## config.mk

```make
export PLATFORM = sky130hd
export DESIGN_NAME = serial_rx_engine
export DESIGN_NICKNAME = d
export VERILOG_FILES = /design/src/rtl/srx_pkg.sv /design/src/rtl/srx_sync.sv /design/src/rtl/srx_tick.sv /design/src/rtl/srx_fsm.sv /design/src/rtl/serial_rx_engine.sv
export SDC_FILE = /design/constraint.sdc
export NUM_CORES = 1
export LEC_CHECK = 0
export BUFFER_PORTS_ARGS = -buffer_cell sky130_fd_sc_hd__buf_2
export CORE_MARGIN = 2
export CORE_UTILIZATION = 30
export CTS_CLUSTER_DIAMETER = 100
export DETAILED_ROUTE_END_ITERATION = 16
export REMOVE_ABC_BUFFERS = 1
export SETUP_SLACK_MARGIN = 0.15
export SLEW_MARGIN = 20
export SYNTH_ARGS = -nofsm -noshare
export SYNTH_HDL_FRONTEND = slang
export SYNTH_SLANG_ARGS = --single-unit
```

## constraint.sdc

```tcl
create_clock -name clk -period 3.55 [get_ports clk]
set_input_delay 0.71 -clock clk [delete_from_list [all_inputs] [get_ports clk]]
set_output_delay 0.71 -clock clk [all_outputs]
set_load 0.02 [all_outputs]
```

## src/rtl/srx_pkg.sv

```systemverilog
package srx_pkg;

    typedef enum logic [2:0] {
        ST_IDLE,
        ST_START,
        ST_DATA,
        ST_PARITY,
        ST_STOP,
        ST_RECOVER
    } srx_state_t;

    typedef enum logic [1:0] {
        PAR_NONE = 2'd0,
        PAR_ODD  = 2'd1,
        PAR_EVEN = 2'd2,
        PAR_RSVD = 2'd3
    } srx_parity_t;

    function automatic logic parity_on(input logic [1:0] mode);
        return (mode == PAR_ODD) || (mode == PAR_EVEN);
    endfunction

endpackage

```

## src/rtl/srx_sync.sv

```systemverilog
module srx_sync #(
    parameter int STAGES = 2
) (
    input  logic clk,
    input  logic rst_n,
    input  logic async_in,
    output logic sync_out
);

    logic [STAGES-1:0] chain;

    always_ff @(posedge clk) begin
        if (!rst_n) begin
            chain <= '1;
        end else begin
            chain <= {chain[STAGES-2:0], async_in};
        end
    end

    assign sync_out = chain[STAGES-1];

endmodule

```

## src/rtl/srx_tick.sv

```systemverilog
module srx_tick #(
    parameter int DIV_W = 16
) (
    input  logic             clk,
    input  logic             rst_n,
    input  logic [DIV_W-1:0] divisor,
    output logic             tick
);

    logic [DIV_W-1:0] count;
    logic             wrap;

    always_comb begin
        if (divisor <= DIV_W'(1)) begin
            wrap = 1'b1;
        end else begin
            wrap = (count >= divisor - DIV_W'(1));
        end
    end

    always_ff @(posedge clk) begin
        if (!rst_n) begin
            count <= '0;
            tick  <= 1'b0;
        end else begin
            tick  <= wrap;
            count <= wrap ? '0 : count + DIV_W'(1);
        end
    end

endmodule

```

## src/rtl/srx_fsm.sv

```systemverilog
module srx_fsm
    import srx_pkg::*;
#(
    parameter int DATA_W = 8,
    parameter int OVERSAMPLE = 16
) (
    input  logic              clk,
    input  logic              rst_n,
    input  logic              tick,
    input  logic              rx_s,
    input  logic              cfg_short,
    input  logic [1:0]        cfg_parity,
    input  logic              fifo_full,
    output logic              wr_en,
    output logic [DATA_W-1:0] wr_data,
    output logic              err_parity,
    output logic              err_frame,
    output logic              err_break,
    output logic              err_overrun
);

    localparam int SUB_W = $clog2(OVERSAMPLE);
    localparam int CNT_W = $clog2(DATA_W + 1);
    localparam logic [SUB_W-1:0] SUB_MID  = SUB_W'(OVERSAMPLE / 2 - 1);
    localparam logic [SUB_W-1:0] SUB_LAST = SUB_W'(OVERSAMPLE - 1);

    srx_state_t        state, state_nx;
    logic [SUB_W-1:0]  sub;
    logic [CNT_W-1:0]  bitcnt;
    logic [CNT_W-1:0]  last_bit;
    logic [DATA_W-1:0] shreg;
    logic              par_bit;
    logic              lat_short;
    logic [1:0]        lat_parity;
    logic              bit_end;
    logic              stop_sample;
    logic [DATA_W-1:0] char_val;
    logic              par_expect;

    assign bit_end     = tick && (sub == SUB_LAST);
    assign last_bit    = lat_short ? CNT_W'(DATA_W - 2) : CNT_W'(DATA_W - 1);
    assign stop_sample = (state == ST_STOP) && bit_end;

    // next-state logic
    always_comb begin
        state_nx = state;
        unique case (state)
            ST_IDLE: begin
                if (!rx_s) state_nx = ST_START;
            end
            ST_START: begin
                if (tick && sub == SUB_MID) begin
                    state_nx = rx_s ? ST_IDLE : ST_DATA;
                end
            end
            ST_DATA: begin
                if (bit_end && bitcnt == last_bit) begin
                    state_nx = parity_on(lat_parity) ? ST_PARITY : ST_STOP;
                end
            end
            ST_PARITY: begin
                if (bit_end) state_nx = ST_STOP;
            end
            ST_STOP: begin
                if (bit_end) state_nx = rx_s ? ST_IDLE : ST_RECOVER;
            end
            ST_RECOVER: begin
                if (rx_s) state_nx = ST_IDLE;
            end
            default: state_nx = ST_IDLE;
        endcase
    end

    // state register
    always_ff @(posedge clk) begin
        if (!rst_n) begin
            state <= ST_IDLE;
        end else begin
            state <= state_nx;
        end
    end

    // frame datapath: tick phase, bit counter, shifter, captured config
    always_ff @(posedge clk) begin
        if (!rst_n) begin
            sub        <= '0;
            bitcnt     <= '0;
            shreg      <= '0;
            par_bit    <= 1'b0;
            lat_short  <= 1'b0;
            lat_parity <= PAR_NONE;
        end else begin
            if (state_nx != state || state == ST_IDLE) begin
                sub <= '0;
            end else if (tick) begin
                sub <= (sub == SUB_LAST) ? '0 : sub + SUB_W'(1);
            end

            if (state == ST_IDLE) begin
                bitcnt <= '0;
                if (!rx_s) begin
                    lat_short  <= cfg_short;
                    lat_parity <= cfg_parity;
                end
            end

            if (state == ST_DATA && bit_end) begin
                shreg  <= {rx_s, shreg[DATA_W-1:1]};
                bitcnt <= bitcnt + CNT_W'(1);
            end

            if (state == ST_PARITY && bit_end) begin
                par_bit <= rx_s;
            end
        end
    end

    assign char_val   = lat_short ? {1'b0, shreg[DATA_W-1:1]} : shreg;
    assign par_expect = (lat_parity == PAR_ODD) ? ~(^char_val) : (^char_val);

    // outputs
    always_ff @(posedge clk) begin
        if (!rst_n) begin
            wr_en       <= 1'b0;
            wr_data     <= '0;
            err_parity  <= 1'b0;
            err_frame   <= 1'b0;
            err_break   <= 1'b0;
            err_overrun <= 1'b0;
        end else begin
            wr_en       <= 1'b0;
            err_parity  <= 1'b0;
            err_frame   <= 1'b0;
            err_break   <= 1'b0;
            err_overrun <= 1'b0;
            if (stop_sample) begin
                err_parity <= parity_on(lat_parity) && (par_bit != par_expect);
                err_frame  <= !rx_s;
                err_break  <= !rx_s && (char_val == '0);
                if (fifo_full) begin
                    err_overrun <= 1'b1;
                end else begin
                    wr_en   <= 1'b1;
                    wr_data <= char_val;
                end
            end
        end
    end

endmodule

```

## src/rtl/serial_rx_engine.sv

```systemverilog
module serial_rx_engine #(
    parameter int DIV_W       = 16,
    parameter int DATA_W      = 8,
    parameter int OVERSAMPLE  = 16,
    parameter int SYNC_STAGES = 2
) (
    input  logic              clk,
    input  logic              rst_n,
    input  logic              rx_in,
    input  logic [DIV_W-1:0]  divisor,
    input  logic              short_char,
    input  logic [1:0]        parity_mode,
    input  logic              fifo_full,
    output logic              wr_en,
    output logic [DATA_W-1:0] wr_data,
    output logic              err_parity,
    output logic              err_frame,
    output logic              err_break,
    output logic              err_overrun
);

    logic rx_s;
    logic tick;

    srx_sync #(.STAGES(SYNC_STAGES)) u_sync (
        .clk      (clk),
        .rst_n    (rst_n),
        .async_in (rx_in),
        .sync_out (rx_s)
    );

    srx_tick #(.DIV_W(DIV_W)) u_tick (
        .clk     (clk),
        .rst_n   (rst_n),
        .divisor (divisor),
        .tick    (tick)
    );

    srx_fsm #(.DATA_W(DATA_W), .OVERSAMPLE(OVERSAMPLE)) u_fsm (
        .clk         (clk),
        .rst_n       (rst_n),
        .tick        (tick),
        .rx_s        (rx_s),
        .cfg_short   (short_char),
        .cfg_parity  (parity_mode),
        .fifo_full   (fifo_full),
        .wr_en       (wr_en),
        .wr_data     (wr_data),
        .err_parity  (err_parity),
        .err_frame   (err_frame),
        .err_break   (err_break),
        .err_overrun (err_overrun)
    );

endmodule

```

Yosys cells after proc, flatten, opt, wreduce, memory -nomap -nowiden
Index checks and enable logic that the tools add are counted.
{ "word_totals": {"ff_bits": 55, "in_bits": 23, "output_inout_bits": 13, "elab_cells": 77} }
{ "op_classes": {"add_sub_neg": 4, "order_cmp": 2, "n_eq_ne": 12, "n_mux": 19, "bitwise_logic": 4, "n_reduce_logical": 20} }
{ "op_table": {"columns": ["op", "count"], "rows": [
  ["two-way mux 3 bit", 8],
  ["one-hot mux 3 bit (6 select lines)", 1],
  ["adder 16 x 1 -> 16 bit (second input constant)", 1],
  ["greater-or-equal comparator 16 bit", 1],
  ["<= comparator 16 x 1 -> 1 bit (second input constant)", 1],
  ["subtractor 16 x 1 -> 16 bit (second input constant)", 1],
  ["two-way mux 4 bit", 3],
  ["adder 4 x 1 -> 4 bit (second input constant)", 2],
  ["logical AND 1 bit", 8],
  ["logical NOT 8 bit", 1],
  ["two-way mux 8 bit", 1],
  ["parity 8 bit", 1],
  ["== test 3 x 2 -> 1 bit (second input constant)", 2],
  ["== test 3 bit (second input constant)", 2],
  ["AND reduction 2 bit", 3],
  ["two-way mux 1 bit", 5],
  ["== test 4 x 3 -> 1 bit (second input constant)", 1],
  ["== test 4 bit", 1],
  ["== test 4 bit (second input constant)", 1],
  ["NOT 1 bit", 4],
  ["OR reduction 2 bit", 2],
  ["== test 3 x 1 -> 1 bit (second input constant)", 1],
  ["logical NOT 3 bit", 1],
  ["inequality test 3 bit", 1],
  ["other kinds (7)", 8]
]} }

Longest topological paths before layout
Gate-level depths: netlist of run 1.
{ "logic_depth": {"depth_word": 8, "depth_mapped": 12, "mapped_depth_nobuf": 11} }

Cells and area by module
Synthesis of run 1 repeated with hierarchy kept, for this count alone.
{ "unflattened": {"cells_unflattened": 364, "area_unflattened_um2": 3248.1} }
{ "modules_own_cells": {"columns": ["module", "instances", "cells_each", "area_each_um2", "seq_area_each_um2"], "rows": [
  ["srx_fsm", 1, 199, 1851.8, 720.7],
  ["srx_tick", 1, 161, 1343.8, 340.3],
  ["srx_sync", 1, 4, 52.6, 40.0]
]} }

Least setup slack after synthesis of run 1
No wires, ideal clock.
{ "synth_timing": {"path_kind": "input port to flip-flop", "from": "in divisor[5]", "to": "reg u_tick.count[0]", "setup_time_ns": 0.122, "t_arrival_ns": 3.144, "path_slack_ns": 0.284, "stages": 12, "path_buffers": 1, "cell_sequence": "or4_4 nor3_4 nand2_1 nor4_2 xnor2_1 ha_1 nand2_1 o21ai_0 a211oi_1 a2111oi_4 buf_6 nor3_1"} }
{ "synth_between": {"elab_chain_cells": 4} }
{ "synth_lines": {"columns": ["element", "line", "text"], "rows": [
  ["start: declaration", "serial_rx_engine.sv:10", "input logic [DIV_W-1:0] divisor,"],
  ["subtractor 16 x 1 -> 16 bit", "srx_tick.sv:17", "wrap = (count >= divisor - DIV_W'(1));"],
  ["greater-or-equal comparator 16 bit", "srx_tick.sv:17", null],
  ["two-way mux 1 bit *", "srx_tick.sv:14", "if (divisor <= DIV_W'(1)) begin"],
  ["OR reduction 2 bit (no line) *", null, null],
  ["end signal: assignment", "srx_tick.sv:27", "count <= wrap ? '0 : count + DIV_W'(1);"],
  ["end: declaration", "srx_tick.sv:10", "logic [DIV_W-1:0] count;"]
]} }
Every way passes the cells marked *; elsewhere a longest branch is shown, timed or not.
A chain may end at the register's enable or synchronous reset.

Worst setup path after layout of run 1
{ "layout_timing": {"from": "in divisor[5]", "to": "reg u_tick.tick"} }
{ "layout_between": {"elab_chain_cells": 3} }
{ "layout_lines": {"columns": ["element", "line", "text"], "rows": [
  ["subtractor 16 x 1 -> 16 bit", "srx_tick.sv:17", null],
  ["greater-or-equal comparator 16 bit", "srx_tick.sv:17", null],
  ["two-way mux 1 bit *", "srx_tick.sv:14", null],
  ["end signal: assignment", "srx_tick.sv:26", "tick <= wrap;"],
  ["end: declaration", "srx_tick.sv:7", "output logic tick"]
]} }
Marked as above.

==> run metrics, run 1 <==
status=finished, final reports clean; commonest non-fill, non-tap cells in the layout=dfxtp_1 (55), buf_2 (35), nand2_1 (29), xnor2_1 (28), nor3_1 (27); area of the mapped netlist=3291 um^2; Top Usage Layer GRT=met2; most frequent CP cell=nand2_1; Final Skew=0.006819 ns; Slew headroom=43.83%; crit path max-delay cell type=or4_4; H-tree Lvls=2; Nets=448; vias in the first global route=2484; worst-path cell chain=buf_2 -> or4_4 -> nor3_4 -> nand2_1 -> nor4_2 -> xnor2_1 -> ha_1 -> nand2_1 -> o21ai_0 -> a211oi_2 -> a2111oi_4 -> buf_12 -> o21a_1; gpl congestion=0.8176; R2R Path End=u_fsm.bitcnt[3]; Distinct cells, synth=54; CTS Root Cell=clkbuf_8; min cycle time layout=3.201 ns; routing usage on met1=14.57%; endpoints failing setup=0; Primary FF master, synth=dfxtp_1; Chip Height=108.7 um; Worst Tran Pin Value=0.8363 ns; Setup WS post-layout=0.3488 ns; I/O Buffers=35; crit path max fanout=17; drt drc=0; commonest non-fill, non-tap cell in the layout=dfxtp_1; sequential fraction of the synthesis area=33.46%; Clock Pin Slew Worst Setup and Hold Paths=0.08 ns; clk sink count=55; Reg2Reg Setup Slack=1.35 ns; # rows=38; critical path buffer and inverter count=2; Max VDD drop=0.1798 mV; hold worst-path end=u_sync.chain[1]; Final Instance Count excl. Fillers=539; routing usage on met2=19.60%; P per Cell Area=297.0 nW/um^2; DR pass1 iterations=4; antenna diode count=0; ratio of cells with drive above 1 in the final layout=17.54%; Hold Buf Count CTS=0; final count of hold timing violations=0; Crit Path Class=primary input to register; Total Power=0.001123 W; TritonCTS clock tree=yes; Congestion Overflow GR=0; area taken by multi-input logic gates=2085 um^2; Placed Cells incl. Taps=531; Post-Syn Instances=361; I/O Pins=36; Clock Latency Late Sink=0.30 ns; yosys warns=0; Slew Viols, Final=0; Min-Delay Startpoint=u_sync.chain[0]; Register Area=1101 um^2; largest net degree at the start of global routing=24; FILL cells=1115; Crit. End Element=register; CP max stage delay=0.56 ns; Post-synth EDFFs=0; Final TNS setup=0 ns; die area=11820 um^2; global-route wire length before repair=11.04 mm; WP data required=3.80 ns; static leakage=1.447 nW; CP startpoint kind=primary input; MaxCap Viol Count=0; Worst R2R Start=u_fsm.sub[0]; post-DP HPWL=4.821 mm; hold_ws=0.4186 ns; Layout area overhead=14.94%; Reg2Reg Depth=6; CP top delay family=simple AND/OR/NAND/NOR gates; Initial Util=30.49%; CORE AREA=10790 um^2; WL/cell=11.72 um; Synth Register Bits=55; met3 Track Usage GR=1.973%; Hold Path Depth=1; DR vias=2571; fraction of registers with async set/reset=0%; vias per inst=4.770; Syn Area/Cell=9.115 um^2; RSZ-0062 raised after global routing=no; initial antenna violation count=0; Place WS=-0.2882 ns; Die W=108.7 um; ANT nets after route=0; cts bufs inserted=5; Max Fclk=312.4 MHz; Max Root-Sink Buffers=2; Tcrit/Tclk final=90.17%; critical path arrival=3.45 ns; class of the tightest hold or removal check=register to register; initial DRC count=102; gr usage total=11.32%; DRT Wirelength=6.315 mm
-- cell type report --
cell class                      count  share of cell area [%]
Multi-Input combinational cell    280                   55.11
Sequential cell                    55                   29.11
Timing Repair Buffer               48                   7.542
Tap cell                          140                   4.631
Clock buffer                        6                   1.919
Inverter                            9                  0.8932
Clock inverter                      1                  0.7939
-- what timing repair did --
action	CTS	global route
hold endpoints to repair	0	0
setup buffers	1	0
gates cloned	0	0
gates resized for setup	0	3
pin swaps	1	1
setup endpoints to repair	17	15
-- kinds of logic (layout without fill, tap and decap cells) --
group / after synthesis / count (layout) / synth area share (%)
multiplexers: 20 / 20 / 6.084
AO/OA/AOI/OAI: 50 / 50 / 11.33
XOR/XNOR: 38 / 38 / 10.11
flip-flops: 55 / 55 / 33.46
AND/OR/NAND/NOR: 146 / 146 / 25.44
adder cells (fa/ha/maj): 26 / 26 / 9.886
buffers and inverters: 26 / 64 / 3.688
-- flip-flops by register name, summed over array words and instances, names as in the netlist --
name and flops:
u_fsm.sub 4, u_fsm.wr_data 8, u_fsm.lat_short 1, u_fsm.wr_en 1, u_fsm.err_frame 1, u_fsm.par_bit 1, u_sync.chain 2, u_fsm.state 3
u_tick.count 16, u_fsm.lat_parity 2, u_fsm.err_overrun 1, u_tick.tick 1, u_fsm.bitcnt 4, u_fsm.err_break 1, u_fsm.shreg 8, u_fsm.err_parity 1
-- cell usage after synthesis, types with 2 or more instances --
cell	number	share of area, %
nor3_1	27	4.1
mux2i_1	20	6.1
nor2b_1	16	3.0
clkbuf_1	7	0.80
ha_1	26	9.9
nor3_2	3	0.91
or3_1	2	0.38
nand3_1	9	1.4
a21boi_0	2	0.46
buf_4	2	0.46
dfxtp_1	55	33
nor4_4	2	1.3
o21ai_0	12	1.8
xnor2_1	28	7.5
inv_1	9	1.0
o21a_1	4	0.91
o31ai_1	3	0.68
nand2b_1	6	1.1
a41oi_1	2	0.53
nand2_1	29	3.3
nor4_1	8	1.5
nand4_1	4	0.76
o211a_1	7	2.1
or4_4	2	0.68
a21oi_1	6	0.91
nor2_1	18	2.1
buf_2	7	1.1
xor2_1	10	2.7
a211oi_1	2	0.46
and2_1	4	0.76
and3_1	6	1.1
-- worst reg2reg max path, cell delays in order (launching register included) --
cell and delay, ns:
dfxtp_1 0.39, ha_1 0.26, nand4_2 0.24, nor3_2 0.63
nand4_1 0.20, and3_1 0.22, o21a_1 0.17
-- through the flow --
| step | utilization, % | instance area [um^2] |
|---|---|---|
| CTS | 34.89 | 3766 |
| detailed placement | 33.76 | 3643 |
| global placement | 33.76 | 3643 |
| finish | 35.05 | 3782 |
| floorplan | - | 3203 |
| global route | 35.05 | 3782 |
-- report_power, final --
part	switching [W]	internal [W]	total (W)
combinational	0.0000492	0.0000464	0.0000956
clock	0.000187	0.000207	0.000394
sequential	0.0000117	0.000622	0.000634
total	0.000248	0.000876	0.00112
-- per-layer routing --
| metal | part of all wire (%) | vias up |
|---|---|---|
| li1 | - | 1359 |
| met1 | 50 | 1172 |
| met2 | 46 | 34 |
| met3 | 2.7 | 6 |
| met4 | 1.2 | 0 |
| met5 | 0 | - |
-- worst max path at each step --
stage               startpoint               end  slack, ns  cells past startpoint
finish              divisor[5]       u_tick.tick       0.35                     13
global placement    divisor[5]  u_tick.count[15]      -0.20                     12
CTS                 divisor[5]   u_tick.count[8]       0.32                     13
global route        divisor[5]   u_tick.count[0]       0.17                     13
floorplan           divisor[5]  u_tick.count[10]       0.18                     11
detailed placement  divisor[5]  u_tick.count[12]      -0.29                     12
No activity file was read; power rests on OpenSTA's default activity.
==> inputs of run 2 (changes only) <==
- REMOVE_ABC_BUFFERS: 1 -> unset
==> run 2 against run 1 <==
  * Core utilization unchanged
  * Sequential power barely moved
  * Clock skew increased by 0.0050 ns
  * Critical path type unchanged
  * Power increased by 4.3%
  * Critical endpoint is now u_tick.count[5]
==> run metrics, run 2 (synthesized netlist as in run 1, its figures left out) <==
Crit. End Element=register; initial DRC count=101 (-0.98%); Slew headroom=42.67% (-1.2 points); critical path arrival=3.43 ns (-0.02 ns); Tcrit/Tclk final=89.76% (-0.41 points); gpl congestion=0.8260 (+1.0%); max reg flops=16 (unchanged); CP startpoint kind=primary input; MaxCap Viol Count=0 (unchanged); Clock Pin Slew Worst Setup and Hold Paths=0.10 ns (+0.02 ns); worst-path cell chain=buf_2 -> or4_4 -> nor3_4 -> nand2_1 -> buf_4 -> nor3_2 -> xnor2_1 -> ha_1 -> nand2_1 -> o21ai_0 -> a31oi_2 -> nand2_2 -> nor3_1; Slew Viols, Final=0 (unchanged); ANT nets after route=0 (unchanged); Congestion Overflow GR=0 (unchanged); area taken by multi-input logic gates=2081 um^2 (-0.18%); CP top delay family=simple AND/OR/NAND/NOR gates; # rows=38 (unchanged); WL/cell=12.30 um (+5.0%); largest net degree at the start of global routing=36 (+50%); DR vias=2641 (+2.7%); initial antenna violation count=0 (unchanged); combinational power share=8.1% (-0.4 points); Max Fclk=313.8 MHz (+0.46%); Sequential Power Share=54.1% (-2.3 points); commonest non-fill, non-tap cells in the layout=dfxtp_1 (55), buf_2 (35), nand2_1 (29), xnor2_1 (28), nor3_1 (27); antenna diode count=0 (unchanged); final count of hold timing violations=0 (unchanged); most frequent CP cell=nand2_1; Layout area overhead=14.94% (unchanged); Worst Tran Pin Value=0.8535 ns (+0.01720 ns); CP max stage delay=0.55 ns (about the same); Syn Nets=410; Die W=108.7 um (unchanged); Chip Height=108.7 um (unchanged); Nets=447 (-0.22%); Reg2Reg Setup Slack=1.25 ns (-0.10 ns); Net Sw Frac=23.24% (+1.2 points); static leakage=1.449 nW (+0.15%); gr usage total=11.47% (+0.14 points); WP data required=3.79 ns (about the same); DR pass1 iterations=4 (unchanged); global-route wire length before repair=11.25 mm (+1.9%); I/O Pins=36 (unchanged); class of the tightest hold or removal check=register to register; DRT Wirelength=6.628 mm (+5.0%); Initial Util=30.49% (unchanged); Setup WS post-layout=0.3635 ns (+0.01471 ns); commonest non-fill, non-tap cell in the layout=dfxtp_1; cell-internal power=0.0008996 W (+2.7%); Max Root-Sink Buffers=2 (unchanged); Crit Path Class=primary input to register; Final TNS setup=0 ns (unchanged); Final Skew=0.01187 ns (+0.005046 ns); clk sink count=55 (unchanged); Max VDD drop=0.1234 mV (-31%); hold_ws=0.4269 ns (+0.008270 ns); vias per inst=4.900 (+2.7%); placement-stage cell area=3628 um^2 (-0.41%); H-tree Lvls=2 (unchanged); cts bufs inserted=5 (unchanged); post-DP HPWL=4.899 mm (+1.6%); status=finished, final reports clean; Largest regs=u_tick.count: 16 flops, u_fsm.shreg: 8 flops, u_fsm.wr_data: 8 flops; min cycle time layout=3.187 ns (-0.01471 ns); Hold Buf Count CTS=0 (unchanged); RSZ-0062 raised after global routing=yes; Register Area=1101 um^2 (unchanged); crit path max-delay cell type=or4_4; crit path max fanout=8 (-9); CTS Root Cell=clkbuf_8; die area=11820 um^2 (unchanged); endpoints failing setup=0 (unchanged); I/O Buffers=35 (unchanged); TritonCTS clock tree=yes; clock share of power=37.8% (+2.8 points); Clock Latency Late Sink=0.31 ns (about the same); ratio of cells with drive above 1 in the final layout=17.54% (unchanged); critical path buffer and inverter count=2 (unchanged); P per Cell Area=309.9 nW/um^2 (+4.3%); Place WS=-0.2764 ns (+0.01186 ns); largest register by flop count=u_tick.count; Sw Pwr=0.0002724 W (+10%); design area=3782 um^2 (unchanged); vias in the first global route=2485 (+0.040%); FILL cells=1117 (+0.18%); drt drc=0 (unchanged); CORE AREA=10790 um^2 (unchanged)
run 2: through the flow:
stage	total power, W	instances	util (%)
after CTS	0.001188	538	34.93
after detailed placement	0.0007439	529	33.62
after global routing	0.001222	539	35.05
final	0.001172	539	35.05
after global placement	0.0007405	529	33.62
after floorplan	0.0007019	361	-
run 2: area by class of cell:
type | count | share of cell area [%]
Inverter | 9 | 0.8932
Clock buffer | 6 | 2.183
Sequential cell | 55 | 29.11
Timing Repair Buffer | 46 | 7.145
Clock inverter | 2 | 1.025
Multi-Input combinational cell | 281 | 55.01
Tap cell | 140 | 4.631
run 2: power by group through the flow:
stage               combinational (W)  clock (W)  sequential (W)
floorplan                   0.0000601          0        0.000642
global placement            0.0000920          0        0.000649
detailed placement          0.0000951          0        0.000649
CTS                         0.0000957   0.000457        0.000634
global route                 0.000109   0.000477        0.000636
finish                      0.0000950   0.000443        0.000634
run 2: worst paths after layout:
check / startpoint / endpoint / cells past startpoint
worst max-delay path: divisor[5] / u_tick.count[5] / 13
worst min-delay path: u_sync.chain[0] / u_sync.chain[1] / 1
worst max register to register: u_fsm.sub[0] / u_fsm.bitcnt[3] / 7
worst min register to register: u_sync.chain[0] / u_sync.chain[1] / 1
run 2: layer usage:
layer  vias to the layer above  GRT usage [%]  wire, um
met5                         -              0         0
met3                         6          1.733       188
met2                        46          19.64      3090
met1                      1225          14.95      3269
li1                       1364              -         -
met4                         0          3.205        78
run 2: timing repair:
item	4_1_cts	5_1_grt
setup endpoints to repair	17	15
cloned	0	1
endpoints found under the hold margin	0	0
gates resized for setup	0	2
pin swaps	1	0
setup buffers	1	0
